## src/rtl/keyvault_pkg.sv

```systemverilog
package keyvault_pkg;

  // Register class selected by a bus offset
  typedef enum logic [2:0] {
    SEL_NONE  = 3'd0,
    SEL_KEY   = 3'd1,
    SEL_CTRL  = 3'd2,
    SEL_RDPOL = 3'd3,
    SEL_WRPOL = 3'd4
  } sel_e;

  // Outcome of the per-access permission check
  typedef struct packed {
    logic key_wr;
    logic key_rd;
    logic pol_rd;
    logic rdpol_wr;
    logic wrpol_wr;
    logic deny;
  } grant_t;

endpackage

```

## src/rtl/kv_decode.sv

```systemverilog
module kv_decode
  import keyvault_pkg::*;
#(
  parameter int ADDR_W    = 5,
  parameter int KEY_WORDS = 4
) (
  input  logic [ADDR_W-1:0] addr,
  output sel_e              sel,
  output logic [$clog2(KEY_WORDS)-1:0] key_idx
);
  localparam int IDX_W  = $clog2(KEY_WORDS);
  localparam int WORD_W = ADDR_W - 2;
  localparam logic [WORD_W-1:0] W_CTRL  = WORD_W'(KEY_WORDS);
  localparam logic [WORD_W-1:0] W_RDPOL = WORD_W'(KEY_WORDS + 1);
  localparam logic [WORD_W-1:0] W_WRPOL = WORD_W'(KEY_WORDS + 2);

  logic [WORD_W-1:0] word;
  logic              aligned;

  assign word    = addr[ADDR_W-1:2];
  assign aligned = (addr[1:0] == 2'b00);
  assign key_idx = word[IDX_W-1:0];

  always_comb begin
    sel = SEL_NONE;
    if (aligned) begin
      if (word < W_CTRL)        sel = SEL_KEY;
      else if (word == W_CTRL)  sel = SEL_CTRL;
      else if (word == W_RDPOL) sel = SEL_RDPOL;
      else if (word == W_WRPOL) sel = SEL_WRPOL;
    end
  end
endmodule

```

## src/rtl/kv_policy_gate.sv

```systemverilog
module kv_policy_gate
  import keyvault_pkg::*;
#(
  parameter int DATA_W  = 32,
  parameter int AGENT_W = 5
) (
  input  logic               req_en,
  input  logic               req_we,
  input  sel_e               sel,
  input  logic [AGENT_W-1:0] agent,
  input  logic [DATA_W-1:0]  rd_pol,
  input  logic [DATA_W-1:0]  wr_pol,
  input  logic [DATA_W-1:0]  ctrl_pol,
  output grant_t             grant
);
  logic rd_ok, wr_ok, ctl_ok;

  assign rd_ok  = rd_pol[agent];
  assign wr_ok  = wr_pol[agent];
  assign ctl_ok = ctrl_pol[agent];

  always_comb begin
    grant = '0;
    if (req_en) begin
      unique case (sel)
        SEL_KEY: begin
          if (req_we) begin
            grant.key_wr = wr_ok;
            grant.deny   = !wr_ok;
          end else begin
            grant.key_rd = rd_ok;
            grant.deny   = !rd_ok;
          end
        end
        SEL_CTRL: begin
          if (req_we) grant.deny   = 1'b1;
          else        grant.pol_rd = 1'b1;
        end
        SEL_RDPOL: begin
          if (req_we) begin
            grant.rdpol_wr = ctl_ok;
            grant.deny     = !ctl_ok;
          end else begin
            grant.pol_rd = 1'b1;
          end
        end
        SEL_WRPOL: begin
          if (req_we) begin
            grant.wrpol_wr = ctl_ok;
            grant.deny     = !ctl_ok;
          end else begin
            grant.pol_rd = 1'b1;
          end
        end
        default: grant.deny = 1'b1;
      endcase
    end
  end
endmodule

```

## src/rtl/kv_key_store.sv

```systemverilog
module kv_key_store #(
  parameter int DATA_W    = 32,
  parameter int KEY_WORDS = 4
) (
  input  logic                         clk,
  input  logic                         rst,
  input  logic                         wr_en,
  input  logic [$clog2(KEY_WORDS)-1:0] idx,
  input  logic [DATA_W-1:0]            wdata,
  output logic [DATA_W-1:0]            rd_word,
  output logic [KEY_WORDS*DATA_W-1:0]  key_flat
);
  localparam int IDX_W = $clog2(KEY_WORDS);

  logic [DATA_W-1:0] key_q [KEY_WORDS];

  for (genvar w = 0; w < KEY_WORDS; w++) begin : g_word
    always_ff @(posedge clk) begin
      if (rst)                                   key_q[w] <= '0;
      else if (wr_en && (idx == IDX_W'(w)))      key_q[w] <= wdata;
    end
    assign key_flat[w*DATA_W +: DATA_W] = key_q[w];
  end

  assign rd_word = key_q[idx];
endmodule

```

## src/rtl/kv_mask_reg.sv

```systemverilog
module kv_mask_reg #(
  parameter int                 DATA_W  = 32,
  parameter logic [DATA_W-1:0]  RST_VAL = '0
) (
  input  logic              clk,
  input  logic              rst,
  input  logic              we,
  input  logic [DATA_W-1:0] wdata,
  output logic [DATA_W-1:0] mask
);
  always_ff @(posedge clk) begin
    if (rst)     mask <= RST_VAL;
    else if (we) mask <= wdata;
  end
endmodule

```

## src/rtl/keyvault_regs.sv

```systemverilog
module keyvault_regs
  import keyvault_pkg::*;
#(
  parameter int DATA_W    = 32,
  parameter int AGENT_W   = 5,
  parameter int ADDR_W    = 5,
  parameter int KEY_WORDS = 4,
  parameter logic [31:0] CTRL_RST  = 32'h0000_0010,
  parameter logic [31:0] RDPOL_RST = 32'h0000_0002,
  parameter logic [31:0] WRPOL_RST = 32'h0000_0004
) (
  input  logic                        clk,
  input  logic                        rst,
  input  logic                        req_en,
  input  logic                        req_we,
  input  logic [ADDR_W-1:0]           req_addr,
  input  logic [DATA_W-1:0]           req_wdata,
  input  logic [AGENT_W-1:0]          req_agent,
  output logic [DATA_W-1:0]           rsp_rdata,
  output logic                        rsp_err,
  output logic [KEY_WORDS*DATA_W-1:0] key_out
);
  localparam int IDX_W = $clog2(KEY_WORDS);
  localparam logic [DATA_W-1:0] CTRL_MASK = DATA_W'(CTRL_RST);

  sel_e              sel;
  logic [IDX_W-1:0]  key_idx;
  grant_t            grant;
  logic [DATA_W-1:0] rd_pol_q, wr_pol_q;
  logic [DATA_W-1:0] key_word;
  logic [DATA_W-1:0] rd_mux;

  kv_decode #(.ADDR_W(ADDR_W), .KEY_WORDS(KEY_WORDS)) u_dec (
    .addr(req_addr), .sel(sel), .key_idx(key_idx)
  );

  kv_policy_gate #(.DATA_W(DATA_W), .AGENT_W(AGENT_W)) u_gate (
    .req_en(req_en), .req_we(req_we), .sel(sel), .agent(req_agent),
    .rd_pol(rd_pol_q), .wr_pol(wr_pol_q), .ctrl_pol(CTRL_MASK),
    .grant(grant)
  );

  kv_key_store #(.DATA_W(DATA_W), .KEY_WORDS(KEY_WORDS)) u_keys (
    .clk(clk), .rst(rst), .wr_en(grant.key_wr), .idx(key_idx),
    .wdata(req_wdata), .rd_word(key_word), .key_flat(key_out)
  );

  kv_mask_reg #(.DATA_W(DATA_W), .RST_VAL(DATA_W'(RDPOL_RST))) u_rdpol (
    .clk(clk), .rst(rst), .we(grant.rdpol_wr), .wdata(req_wdata), .mask(rd_pol_q)
  );

  kv_mask_reg #(.DATA_W(DATA_W), .RST_VAL(DATA_W'(WRPOL_RST))) u_wrpol (
    .clk(clk), .rst(rst), .we(grant.wrpol_wr), .wdata(req_wdata), .mask(wr_pol_q)
  );

  // Only granted reads drive data; everything else returns zero
  always_comb begin
    rd_mux = '0;
    if (grant.key_rd) rd_mux = key_word;
    else if (grant.pol_rd) begin
      unique case (sel)
        SEL_CTRL:  rd_mux = CTRL_MASK;
        SEL_RDPOL: rd_mux = rd_pol_q;
        SEL_WRPOL: rd_mux = wr_pol_q;
        default:   rd_mux = '0;
      endcase
    end
  end

  always_ff @(posedge clk) begin
    if (rst) begin
      rsp_rdata <= '0;
      rsp_err   <= 1'b0;
    end else begin
      rsp_rdata <= rd_mux;
      rsp_err   <= grant.deny;
    end
  end
endmodule

```

## config.mk

```make
export PLATFORM = sky130hd
export DESIGN_NAME = keyvault_regs
export DESIGN_NICKNAME = d
export VERILOG_FILES = /design/src/rtl/keyvault_pkg.sv /design/src/rtl/kv_decode.sv /design/src/rtl/kv_policy_gate.sv /design/src/rtl/kv_key_store.sv /design/src/rtl/kv_mask_reg.sv /design/src/rtl/keyvault_regs.sv
export SDC_FILE = /design/constraint.sdc
export NUM_CORES = 1
export LEC_CHECK = 0
export ABC_AREA = 1
export CAP_MARGIN = 20
export CORE_MARGIN = 3
export CORE_UTILIZATION = 52
export CTS_CLUSTER_DIAMETER = 150
export DETAILED_ROUTE_END_ITERATION = 10
export PLACE_DENSITY_LB_ADDON = 0.12
export SLEW_MARGIN = 20
export SYNTH_ARGS = -nofsm -noshare
export SYNTH_HDL_FRONTEND = slang
export SYNTH_SLANG_ARGS = --single-unit
```

## constraint.sdc

```tcl
create_clock -name clk -period 3.6 [get_ports clk]
set_input_delay 0.36 -clock clk [delete_from_list [all_inputs] [get_ports clk]]
set_output_delay 0.36 -clock clk [all_outputs]
set_load 0.1 [all_outputs]
```

Yosys cells after proc, flatten, opt, wreduce, memory -nomap -nowiden
Memory sizes are Yosys's and may differ from the RTL's. Cells that the tools add are included.

Register bits after elaboration: 97. Logic and storage cells: 79. Bits of input ports: 46. Memories kept: 2. Bits in writable memories: 128. Memory bits (read-only): 32. Output and inout bits: 161.

Equality and inequality tests: 10. Order comparisons: 2. Reductions and logical operators: 11. Bitwise gates (word level): 5. Muxes and demuxes: 45.

Memory list: u_keys.key_q (depth 4, bits a word 32, rd ports 5, clocked after Yosys merged registers in 0, write ports 4, RTL line kv_key_store.sv:15) `logic [DATA_W-1:0] key_q [KEY_WORDS];`; (name not given) (depth 32, bits a word 1, rd ports 1, clocked after Yosys merged registers in 0, write ports 0, RTL line kv_policy_gate.sv:20) `assign ctl_ok = ctrl_pol[agent];`.

Operators by type and width (number): 32-bit two-way mux (6); 32-bit case mux with 3 select lines (1); 1-bit two-way mux (27); 3-bit two-way mux (5); 3-bit equality test (second input constant) (4); 1-bit binary-select mux with 5-bit select (2); 3-bit by 2-bit equality test with 1-bit output (second input constant) (2); 5-bit by 6-bit less-than comparator with 1-bit output (second input constant) (1); 6-bit two-way mux (1); 2-bit equality test (second input constant) (2); 1-bit logical AND (4); 2-bit zero test (2); 2-bit two-way mux (2); 1-bit OR (4); 1-bit case mux with 4 select lines (1); 3-bit by 1-bit equality test with 1-bit output (second input constant) (1); 1-bit zero test (3); 3-bit less-than comparator (second input constant) (1); 3-bit OR reduction (1); 2-bit by 1-bit equality test with 1-bit output (second input constant) (1); 2-bit OR reduction (1); 1-bit NOT (1).

Depth between registers and ports, before layout
Gate-level depths: netlist of the first run.

Depth after elaboration: 15. Depth in mapped cells: 14. Mapped depth without buffers: 11.

Modules after synthesis
From an unflattened synthesis of the first run, not the netlist that was laid out.

Cells, all modules: 1565. Area total of the unflattened synthesis: 11641.2 um^2.

Modules (own cells, without submodules): kv_key_store (cells an instance 632, times used 1, area each 5860.6 um^2); kv_mask_reg (cells an instance 202, times used 2, area each 1336.3 um^2); keyvault_regs (cells an instance 268, times used 1, area each 1968.1 um^2); kv_policy_gate (cells an instance 248, times used 1, area each 1081.0 um^2); kv_decode (cells an instance 13, times used 1, area each 58.8 um^2).

Worst setup path before layout of the first run
OpenSTA, ideal clock, no wires.

Kind: input -> register. Start: input port req_agent[0]. End: memory u_keys.key_q[2][0], enable pin. Arrival time: 2.768 ns. Buffers on the path: 2. Path slack: 0.407 ns. Data required time: 3.175 ns. Cell stages on the path: 13. Setup time: 0.425 ns. Cells stage by stage: buf_6 inv_4 buf_6 nand2_1 nand3_1 nand3_1 nand2_1 nand2_1 nand3_1 nand3_2 clkinv_4 nand2_1 o21ai_1.

RTL lines: start, declared (RTL line keyvault_regs.sv:18) `input logic [AGENT_W-1:0] req_agent,`; end, declared (RTL line kv_key_store.sv:15).

==> qor.json, run 1 <==
{
  "detailed_routing": {
    "vias_per_cell": 5.48,
    "antenna_violating_nets_post_route": 0,
    "dr.pass1.iters": 6,
    "routed_wire_length_per_instance_um": 18.1,
    "finalWirelength_um": 29200,
    "dr.first_iter.drc_count": 739,
    "post-route-drc-count": 0,
    "detailroute.via_count": 8852
  },
  "floorplan": {
    "area_of_the_die_mm2": 0.0210,
    "floorplan.initialDensity": 0.533,
    "placeableCoreArea_mm2": 0.0188,
    "die_width_um": 145,
    "num_rows": 50,
    "io_pins": 207,
    "chipHeight_um": 145
  },
  "timing": {
    "finalWorstSetupSlack_ns": 1.15,
    "skew_ns": 0.0112,
    "max_freq_mhz": 409,
    "post-route-min-period_ns": 2.45,
    "worst_pin_slew_ns": 0.996,
    "final_hold_viol_count": 0,
    "relSlewSlack": 0.334,
    "setup-violations-final": 0,
    "hold-worst-slack_ns": 0.468,
    "totalNegativeSetupSlack_ns": 0,
    "slew_viol_final": 0,
    "setup_repair_after_global_routing_missed_its_margin": "no",
    "post-route-period-util": 0.680
  },
  "placed_design": {
    "gp_routability_congestion": 0.873,
    "detailedPlacementHpwl_um": 18800,
    "place_worst_setup_slack_ns": 0.694,
    "port_buffers": 206
  },
  "cts": {
    "htreeDepth": 1,
    "ctsLongestPathBuffers": 3,
    "clkSlewWorstSetupHoldPaths_ns": 0.06,
    "clock-sinks": 225,
    "hold_buffers": 0,
    "tritoncts": "done",
    "tritoncts.num_buffers": 23,
    "postCtsResizedCells": 0,
    "post_cts.repair.setup_buffers": 0,
    "clk-insertion-delay-late_ns": 0.51,
    "cts_root_buffer": "sky130_fd_sc_hd__clkbuf_16"
  },
  "logic_synthesis": {
    "asyncSetResetFlopFracSynth": 0,
    "synth-simple-area-share": 0.241,
    "post_synth_inst_count": 1156,
    "syn-num-nets": 1202,
    "ys_types": 25,
    "netlist_area_mm2": 0.0100,
    "seq_area_frac_synth": 0.576,
    "average_size_of_a_mapped_cell_um2": 8.69,
    "synth_largest_area_cell": "sky130_fd_sc_hd__edfxtp_1",
    "synth_top_family_by_area": "simple AND/OR/NAND/NOR gates",
    "synth.mux.area_fraction": 0,
    "synth_compound_area_frac": 0.107,
    "synth_fa_ha_area_frac": 0,
    "synth_seq_cells": 225,
    "synth-main-ff-cell": "sky130_fd_sc_hd__edfxtp_1",
    "synthesis.yosys.warnings": 0,
    "synthXorXnorAreaFrac": 0,
    "edff_count_synth": 128,
    "netlist_top_cells_area": "sky130_fd_sc_hd__edfxtp_1, sky130_fd_sc_hd__dfxtp_1, sky130_fd_sc_hd__nand2_1, sky130_fd_sc_hd__nor2_1, sky130_fd_sc_hd__nand3_1",
    "synth_top_area_share": 0.383
  },
  "finish": {
    "final_layout_size_suffix_gt1_frac": 0.0664,
    "finish.utilization": 0.692,
    "multiInputGateArea_mm2": 0.00355,
    "mostFrequentLayoutCell": "sky130_fd_sc_hd__nand2_1",
    "syn_to_final_growth_pct": 29.7,
    "num-fill-cells": 1509,
    "commonest_non_fill_non_tap_cells_in_the_layout": "sky130_fd_sc_hd__nand2_1, sky130_fd_sc_hd__clkdlybuf4s50_1, sky130_fd_sc_hd__nor2_1",
    "num_antenna_cells": 0,
    "finish.net_count": 1385,
    "layout.area.seq_mm2": 0.00579
  },
  "pwr": {
    "power.sequential.fraction": 0.462,
    "power.switching_w": 0.00166,
    "pwr_density_cell_mw_per_mm2": 465,
    "power.share.switching": 0.273,
    "power.share.combinational": 0.141,
    "cellInternalPower_w": 0.00441,
    "clock_power_share": 0.397,
    "power_leakage_nw": 5.27,
    "vdd.ir_drop.worst_v": 0.000391
  },
  "setup_path": {
    "criticalPathCategory": "flop to output pin",
    "crit_arrival_ns": 2.09,
    "cp_num_buf_inv": 1,
    "timing.critical_path.slowest_cell_delay_ns": 1.17,
    "critical_path.endpoint_type": "output pin",
    "cpLargestDelayFamily": "buffers and inverters",
    "crit_chain": "clkdlybuf4s50_1",
    "timing.critical_path.from_type": "flop",
    "crit_slowest_cell": "sky130_fd_sc_hd__clkdlybuf4s50_1",
    "crit_path_max_fanout": 2,
    "cp_data_required_time_ns": 3.24
  },
  "global_route": {
    "largest_net_degree_at_the_start_of_global_routing": 86,
    "globalRoute.totalOverflow": 0,
    "grt_first_pass_wirelength_um": 46100,
    "first_global_vias": 8433,
    "grt_antenna_before_repair": 0,
    "gr-usage-met3": 0.0497,
    "grtUsageTotal": 0.272,
    "grt-busiest-layer": "met2",
    "gr_met1_demand_resource": 0.379,
    "grt.met2_usage": 0.441
  },
  "status": {
    "outcome": "completed"
  },
  "worst_hold_path": {
    "hold_path.class": "flop to flop"
  },
  "run": {
    "cap_violations": 0
  }
}
## per-layer routing
| metal | vias up | wire length, µm |
|---|---|---|
| li1 | 4187 | - |
| met1 | 4186 | 12200 |
| met2 | 432 | 13900 |
| met3 | 47 | 2590 |
| met4 | 0 | 614 |
| met5 | - | 0 |
## metrics by stage
step	instance area (µm²)	std cells	total power, W
finish	13000	1615	0.00606
global route	13000	1615	0.00624
CTS	13000	1615	0.00608
detailed placement	12300	1574	0.00370
global placement	12300	1574	0.00370
floorplan	10000	1156	0.00345
## registers in the layout, indices dropped and copies added (netlist names)
signal        count
u_rdpol.mask     32
rsp_err           1
u_keys.key_q    128
u_wrpol.mask     32
rsp_rdata        32
## cells in the mapped netlist, types with 2 or more instances
cell type / instances
sky130_fd_sc_hd__nand3_1: 89
sky130_fd_sc_hd__nand4_4: 5
sky130_fd_sc_hd__o21ai_0: 57
sky130_fd_sc_hd__dfxtp_1: 97
sky130_fd_sc_hd__buf_2: 18
sky130_fd_sc_hd__inv_2: 7
sky130_fd_sc_hd__edfxtp_1: 128
sky130_fd_sc_hd__o211ai_1: 3
sky130_fd_sc_hd__buf_6: 17
sky130_fd_sc_hd__buf_4: 6
sky130_fd_sc_hd__clkbuf_1: 32
sky130_fd_sc_hd__nand3_2: 3
sky130_fd_sc_hd__nand2_1: 284
sky130_fd_sc_hd__nor2_1: 195
sky130_fd_sc_hd__a21oi_1: 64
sky130_fd_sc_hd__nor2_2: 2
sky130_fd_sc_hd__inv_4: 2
sky130_fd_sc_hd__o21ai_1: 39
sky130_fd_sc_hd__inv_1: 71
sky130_fd_sc_hd__a22oi_1: 32
## power groups by stage
stage,Clock [W],Sequential [W],Combinational (W)
CTS,0.00243,0.00280,0.000853
global route,0.00255,0.00280,0.000888
finish,0.00241,0.00280,0.000855
floorplan,0,0.00326,0.000191
global placement,0,0.00285,0.000844
detailed placement,0,0.00285,0.000849
## logic make-up (layout without fill, tap and decap cells)
group | after synthesis | in the layout
AND/OR/NAND/NOR | 581 | 581
flip-flops | 225 | 225
AO/OA/AOI/OAI | 196 | 196
buffers and inverters | 154 | 353
## final timing paths
| path | cells after the start | slack, ns | to | from |
|---|---|---|---|---|
| worst max-delay path | 1 | 1.15 | key_out[20] | u_keys.key_q[0][20]$_SDFFCE_PN0P_ |
| worst min-delay path | 2 | 0.47 | u_wrpol.mask[19]$_SDFFE_PP0P_ | u_wrpol.mask[19]$_SDFFE_PP0P_ |
| worst max register to register | 11 | 1.47 | u_keys.key_q[1][8]$_SDFFCE_PN0P_ | u_wrpol.mask[31]$_SDFFE_PP0P_ |
| worst min register to register | 2 | 0.47 | u_wrpol.mask[19]$_SDFFE_PP0P_ | u_wrpol.mask[19]$_SDFFE_PP0P_ |
## cell type report
cell class,count,area share
Sequential cell,225,0.444
Clock buffer,32,0.0515
Clock inverter,9,0.00749
Inverter,81,0.0242
Timing Repair Buffer,231,0.176
Tap cell,260,0.0250
Multi-Input combinational cell,777,0.272
## worst register-to-register path, delay by kind of cell, from the launching register on
kind | cells | cell delay [ns]
simple gates | 9 | 1.04
buf+inv | 2 | 0.39
flops | 1 | 0.38
Note: power is estimated with default switching activity, not from simulation.
==> inputs of run 2 (changes only) <==
- CORE_UTILIZATION: 52 -> 47
- clock period: 3.6 -> 2 ns (I/O delays scaled with it)
==> run 2 against run 1 <==
Die area rose by 10%. Utilization decreased by 4.8 points. Sequential power rose by 80%. Power up 80%. Worst hold slack got worse by 0.13 ns. Sequential cell count unchanged. Worst setup slack got worse by 1.0 ns. Final cell count is 3.2% higher. Critical path depth grew 10. Sequential share of layout area decreased by 0.85 points. Combinational power increased by 85%.
==> qor.json, run 2 (synthesis gave the netlist of run 1 again) <==
{
  "status": {
    "outcome": "completed"
  },
  "floorplan": {
    "die_width_um": 152,
    "floorplan.initialDensity": 0.487,
    "chipHeight_um": 152,
    "num_rows": 52,
    "io_pins": 207,
    "area_of_the_die_mm2": 0.0232,
    "placeableCoreArea_mm2": 0.0206
  },
  "timing": {
    "max_freq_mhz": 539,
    "final_hold_viol_count": 0,
    "relSlewSlack": 0.745,
    "finalWorstSetupSlack_ns": 0.144,
    "setup-violations-final": 0,
    "totalNegativeSetupSlack_ns": 0,
    "skew_ns": 0.0129,
    "setup_repair_after_global_routing_missed_its_margin": "no",
    "worst_pin_slew_ns": 0.382,
    "slew_viol_final": 0,
    "post-route-min-period_ns": 1.86,
    "post-route-period-util": 0.928
  },
  "pwr": {
    "vdd.ir_drop.worst_v": 0.000538,
    "total_power_w": 0.0109,
    "pwr_density_cell_mw_per_mm2": 819,
    "power_leakage_nw": 5.83
  },
  "detailed_routing": {
    "antenna_violating_nets_post_route": 0,
    "finalWirelength_um": 30000,
    "vias_per_cell": 5.30,
    "dr.pass1.iters": 6,
    "dr.first_iter.drc_count": 673,
    "routed_wire_length_per_instance_um": 18.0,
    "post-route-drc-count": 0,
    "detailroute.via_count": 8834
  },
  "setup_path": {
    "crit_path_max_fanout": 20,
    "critical_path.endpoint_type": "flop",
    "criticalPathCategory": "flop to flop",
    "endpoint": "u_keys.key_q[3][11]$_SDFFCE_PN0P_",
    "reg2regPathDepth": 11,
    "timing.critical_path.from_type": "flop",
    "timing.rr.start": "u_wrpol.mask[31]$_SDFFE_PP0P_",
    "cp_data_required_time_ns": 2.22,
    "crit_arrival_ns": 2.07,
    "rr_endpoint": "u_keys.key_q[3][11]$_SDFFCE_PN0P_",
    "regToRegSetupSlack_ns": 0.14,
    "critical_path.startpoint": "u_wrpol.mask[31]$_SDFFE_PP0P_"
  },
  "finish": {
    "commonest_non_fill_non_tap_cells_in_the_layout": "sky130_fd_sc_hd__nand2_1, sky130_fd_sc_hd__nor2_1, sky130_fd_sc_hd__buf_4",
    "largest_register_ffs": 128,
    "num_antenna_cells": 0,
    "finish.net_count": 1426,
    "final_layout_size_suffix_gt1_frac": 0.207,
    "largest_register": "u_keys.key_q",
    "layout.cell_area.non_filler_mm2": 0.0133,
    "mostFrequentLayoutCell": "sky130_fd_sc_hd__nand2_1",
    "finalNonFillerCells": 1667,
    "num-fill-cells": 1787,
    "syn_to_final_growth_pct": 32.3
  },
  "placed_design": {
    "port_buffers": 206,
    "gp_routability_congestion": 0.891,
    "place_worst_setup_slack_ns": -0.385,
    "detailedPlacementHpwl_um": 20900,
    "detailed_place.area_mm2": 0.0125,
    "place_inst": 1624
  },
  "global_route": {
    "largest_net_degree_at_the_start_of_global_routing": 40,
    "grt.met2_usage": 0.428,
    "gr_met1_demand_resource": 0.342,
    "globalRoute.totalOverflow": 0,
    "grt_antenna_before_repair": 0,
    "grt-busiest-layer": "met2",
    "grtUsageTotal": 0.253,
    "gr-usage-met3": 0.0406,
    "first_global_vias": 8792,
    "grt_first_pass_wirelength_um": 47900
  },
  "cts": {
    "clkSlewWorstSetupHoldPaths_ns": 0.06,
    "tritoncts": "done",
    "postCtsResizedCells": 0,
    "htreeDepth": 1,
    "clock-sinks": 225,
    "tritoncts.num_buffers": 24,
    "clk-insertion-delay-late_ns": 0.52,
    "ctsLongestPathBuffers": 3,
    "cts_root_buffer": "sky130_fd_sc_hd__clkbuf_16"
  },
  "worst_hold_path": {
    "hold_depth": 3,
    "hold_path.class": "primary input to flop",
    "min-delay-start": "req_wdata[17]"
  },
  "run": {
    "cap_violations": 0
  }
}
[run 2: cell count changes in the layout (fill, tap and decap cells not counted), moves of 2 or more]
cell,delta
sky130_fd_sc_hd__buf_12,+29
sky130_fd_sc_hd__buf_4,+172
sky130_fd_sc_hd__clkbuf_8,-2
sky130_fd_sc_hd__clkdlybuf4s50_1,-162
sky130_fd_sc_hd__clkinv_1,+6
[run 2: cell type report]
type / instances / area, µm² / area share
clock buffers: 31 / 668 / 0.0503
clock inverters: 12 / 76.3 / 0.00575
inverters: 81 / 318 / 0.0239
multi-input cells: 777 / 3550 / 0.268
flip-flops and latches: 225 / 5790 / 0.436
well taps: 270 / 338 / 0.0254
repair buffers: 271 / 2540 / 0.191
[run 2: worst min-delay path by stage]
| stage | end | slack, ns |
|---|---|---|
| after floorplan | rsp_err$_SDFF_PP0_ | 0.33 |
| after global placement | u_wrpol.mask[15]$_SDFFE_PP0P_ | 0.45 |
| after detailed placement | u_wrpol.mask[12]$_SDFFE_PP0P_ | 0.46 |
| after CTS | u_wrpol.mask[17]$_SDFFE_PP0P_ | 0.33 |
| after global routing | u_wrpol.mask[23]$_SDFFE_PP0P_ | 0.37 |
| final | u_wrpol.mask[17]$_SDFFE_PP0P_ | 0.33 |
[run 2: stage by stage]
stage           util  hold slack [ns]
3_5_place_dp   0.608            0.458
5_1_grt        0.644            0.366
6_report       0.644            0.334
2_1_floorplan      -            0.325
3_3_place_gp   0.608            0.454
4_1_cts        0.644            0.331
[run 2: per-layer routing]
metal / vias up / share of wire
met5: - / 0
li1: 4273 / -
met2: 369 / 0.48
met1: 4140 / 0.43
met3: 52 / 0.072
met4: 0 / 0.022
[run 2: repair_timing]
item | in CTS | in global routing
endpoints found under the setup margin | 0 | 21
hold buffers | 0 | 0
buffers inserted | 0 | 0
[run 2: power by group]
part | switching [W] | internal (W) | total [W]
Combinational | 0.00120 | 0.000386 | 0.00158
Sequential | 0.0000638 | 0.00498 | 0.00504
Clock | 0.00179 | 0.00247 | 0.00426
[run 2: critical path: stages (launching register included)]
cell	delay, ns
sky130_fd_sc_hd__dfxtp_1	0.37
sky130_fd_sc_hd__nand2_1	0.09
sky130_fd_sc_hd__nand3_1	0.08
sky130_fd_sc_hd__nand3_1	0.06
sky130_fd_sc_hd__nand2_1	0.07
sky130_fd_sc_hd__nand2_1	0.04
sky130_fd_sc_hd__nand3_1	0.08
sky130_fd_sc_hd__nand3_2	0.12
sky130_fd_sc_hd__clkinv_4	0.13
sky130_fd_sc_hd__nand2_4	0.08
sky130_fd_sc_hd__o21ai_4	0.20
sky130_fd_sc_hd__buf_12	0.21
==> inputs of run 3 (changes only) <==
- CELL_PAD_IN_SITES_DETAIL_PLACEMENT: not set -> 1
- CELL_PAD_IN_SITES_GLOBAL_PLACEMENT: not set -> 1
- CORE_UTILIZATION: 47 -> 35
==> run 3 against run 2 <==
Non-clock buffer count is 25 higher. Global-route usage fell by 2.3 points. Largest cell class unchanged. Clock skew rose by 0.0067 ns.
==> qor.json, run 3 (synthesis gave the netlist of run 1 again) <==
{
  "status": {
    "outcome": "completed"
  },
  "detailed_routing": {
    "post-route-drc-count": 0,
    "routed_wire_length_per_instance_um": 20.0,
    "finalWirelength_um": 36200,
    "antenna_violating_nets_post_route": 0,
    "dr.pass1.iters": 5,
    "vias_per_cell": 5.01,
    "dr.first_iter.drc_count": 518,
    "detailroute.via_count": 9043
  },
  "cts": {
    "tritoncts.num_buffers": 26,
    "clkSlewWorstSetupHoldPaths_ns": 0.06,
    "cts_root_buffer": "sky130_fd_sc_hd__clkbuf_16",
    "hold_buffers": 0,
    "htreeDepth": 1,
    "clock-sinks": 225,
    "tritoncts": "done",
    "ctsLongestPathBuffers": 3,
    "clk-insertion-delay-late_ns": 0.53
  },
  "setup_path": {
    "crit_slowest_cell": "sky130_fd_sc_hd__dfxtp_1",
    "cp_data_required_time_ns": 2.23,
    "crit_path_max_fanout": 11,
    "critical_path.startpoint": "u_wrpol.mask[30]$_SDFFE_PP0P_",
    "timing.rr.start": "u_wrpol.mask[30]$_SDFFE_PP0P_",
    "cpLargestDelayFamily": "simple AND/OR/NAND/NOR gates",
    "crit_chain": "nand2_1 > nand3_1 > nand3_1 > nand2_1 > nand2_1 > nand3_1 > nand3_2 > clkinv_4 > nand2_4 > o21ai_4 > buf_12 > buf_12",
    "crit_arrival_ns": 2.13,
    "critical_path.endpoint_type": "flop",
    "timing.critical_path.slowest_cell_delay_ns": 0.34,
    "cp_num_buf_inv": 3,
    "timing.critical_path.from_type": "flop",
    "criticalPathCategory": "flop to flop"
  },
  "finish": {
    "largest_register": "u_keys.key_q",
    "largest_register_ffs": 128,
    "num-fill-cells": 3280,
    "mostFrequentLayoutCell": "sky130_fd_sc_hd__nand2_1",
    "commonest_non_fill_non_tap_cells_in_the_layout": "sky130_fd_sc_hd__nand2_1, sky130_fd_sc_hd__buf_4, sky130_fd_sc_hd__nor2_1",
    "finish.net_count": 1453,
    "finish.utilization": 0.490,
    "syn_to_final_growth_pct": 36.7,
    "final_layout_size_suffix_gt1_frac": 0.224
  },
  "pwr": {
    "pwr_density_cell_mw_per_mm2": 821,
    "vdd.ir_drop.worst_v": 0.000446,
    "power_leakage_nw": 5.99,
    "total_power_w": 0.0113
  },
  "timing": {
    "post-route-period-util": 0.951,
    "post-route-min-period_ns": 1.90,
    "skew_ns": 0.0195,
    "max_freq_mhz": 526,
    "worst_pin_slew_ns": 0.412,
    "setup-violations-final": 0,
    "final_hold_viol_count": 0,
    "relSlewSlack": 0.725,
    "slew_viol_final": 0
  },
  "floorplan": {
    "io_pins": 207,
    "floorplan.initialDensity": 0.359,
    "die_width_um": 175,
    "chipHeight_um": 175,
    "area_of_the_die_mm2": 0.0308,
    "placeableCoreArea_mm2": 0.0280,
    "num_rows": 61
  },
  "worst_hold_path": {
    "min-delay-start": "req_wdata[17]",
    "hold_path.class": "primary input to flop"
  },
  "placed_design": {
    "gp_routability_congestion": 0.843,
    "port_buffers": 206,
    "detailedPlacementHpwl_um": 25100
  },
  "global_route": {
    "grt_antenna_before_repair": 2,
    "grt_first_pass_wirelength_um": 55500,
    "first_global_vias": 9665,
    "grtUsageTotal": 0.230,
    "globalRoute.totalOverflow": 0,
    "largest_net_degree_at_the_start_of_global_routing": 65
  },
  "run": {
    "cap_violations": 0
  }
}
-- run 3: cell types whose count changed in the layout (fill, tap and decap cells not counted), sizes merged --
cell / previous run / this run
buf: 227 / 250
clkbuf: 31 / 40
clkinv: 13 / 11
diode: 0 / 1
-- run 3: layer usage --
metal / GRT usage / share of wire
met3: 0.0385 / 0.048
met5: 0 / 0.00036
met1: 0.301 / 0.45
met4: 0.0512 / 0.019
met2: 0.399 / 0.49
-- run 3: worst min-delay path, delay by kind of cell --
kind                   cells  cell delay, ns
AOI/OAI and AO/OA          2            0.18
buffers and inverters      1            0.42
-- run 3: area by class of cell --
class | instances | area (µm²) | area share
Clock buffer | 38 | 737 | 0.0537
Inverter | 81 | 318 | 0.0232
Tap cell | 378 | 473 | 0.0345
Sequential cell | 225 | 5790 | 0.422
Multi-Input combinational cell | 777 | 3550 | 0.259
Timing Repair Buffer | 296 | 2780 | 0.202
Antenna cell | 1 | 2.50 | 0.000182
Clock inverter | 10 | 75.1 | 0.00547
-- run 3: final timing paths --
check | end | slack [ns] | cells past startpoint
setup / recovery | u_keys.key_q[3][3]$_SDFFCE_PN0P_ | 0.1 | 12
hold / removal | u_wrpol.mask[17]$_SDFFE_PP0P_ | 0.31 | 3
setup reg to reg | u_keys.key_q[3][3]$_SDFFCE_PN0P_ | 0.1 | 12
hold reg to reg | u_wrpol.mask[22]$_SDFFE_PP0P_ | 0.47 | 2
-- run 3: repair_timing --
action,in CTS,in global routing
setup buffers,0,4
gates resized for setup,0,1
endpoints found under the setup margin,0,52
-- run 3: through the flow --
| stage | hold WS, ns | worst slack (ns) | instances | setup TNS [ns] | cell area [µm²] |
|---|---|---|---|---|---|
| finish | 0.313 | 0.0985 | 1806 | 0 | 13700 |
| global route | 0.324 | -0.0148 | 1806 | -0.0664 | 13700 |
| CTS | 0.296 | 0.0370 | 1799 | 0 | 13600 |
| detailed placement | 0.458 | -0.369 | 1751 | -79.87 | 12800 |
| global placement | 0.456 | -0.320 | 1751 | -60.01 | 12800 |
| floorplan | 0.325 | -0.255 | 1156 | -24.02 | 10100 |
-- run 3: report_power, final --
part / internal, W / switching, W
logic: 0.000429 / 0.00125
registers: 0.00498 / 0.0000635
clock network: 0.00267 / 0.00188
total: 0.00808 / 0.00319
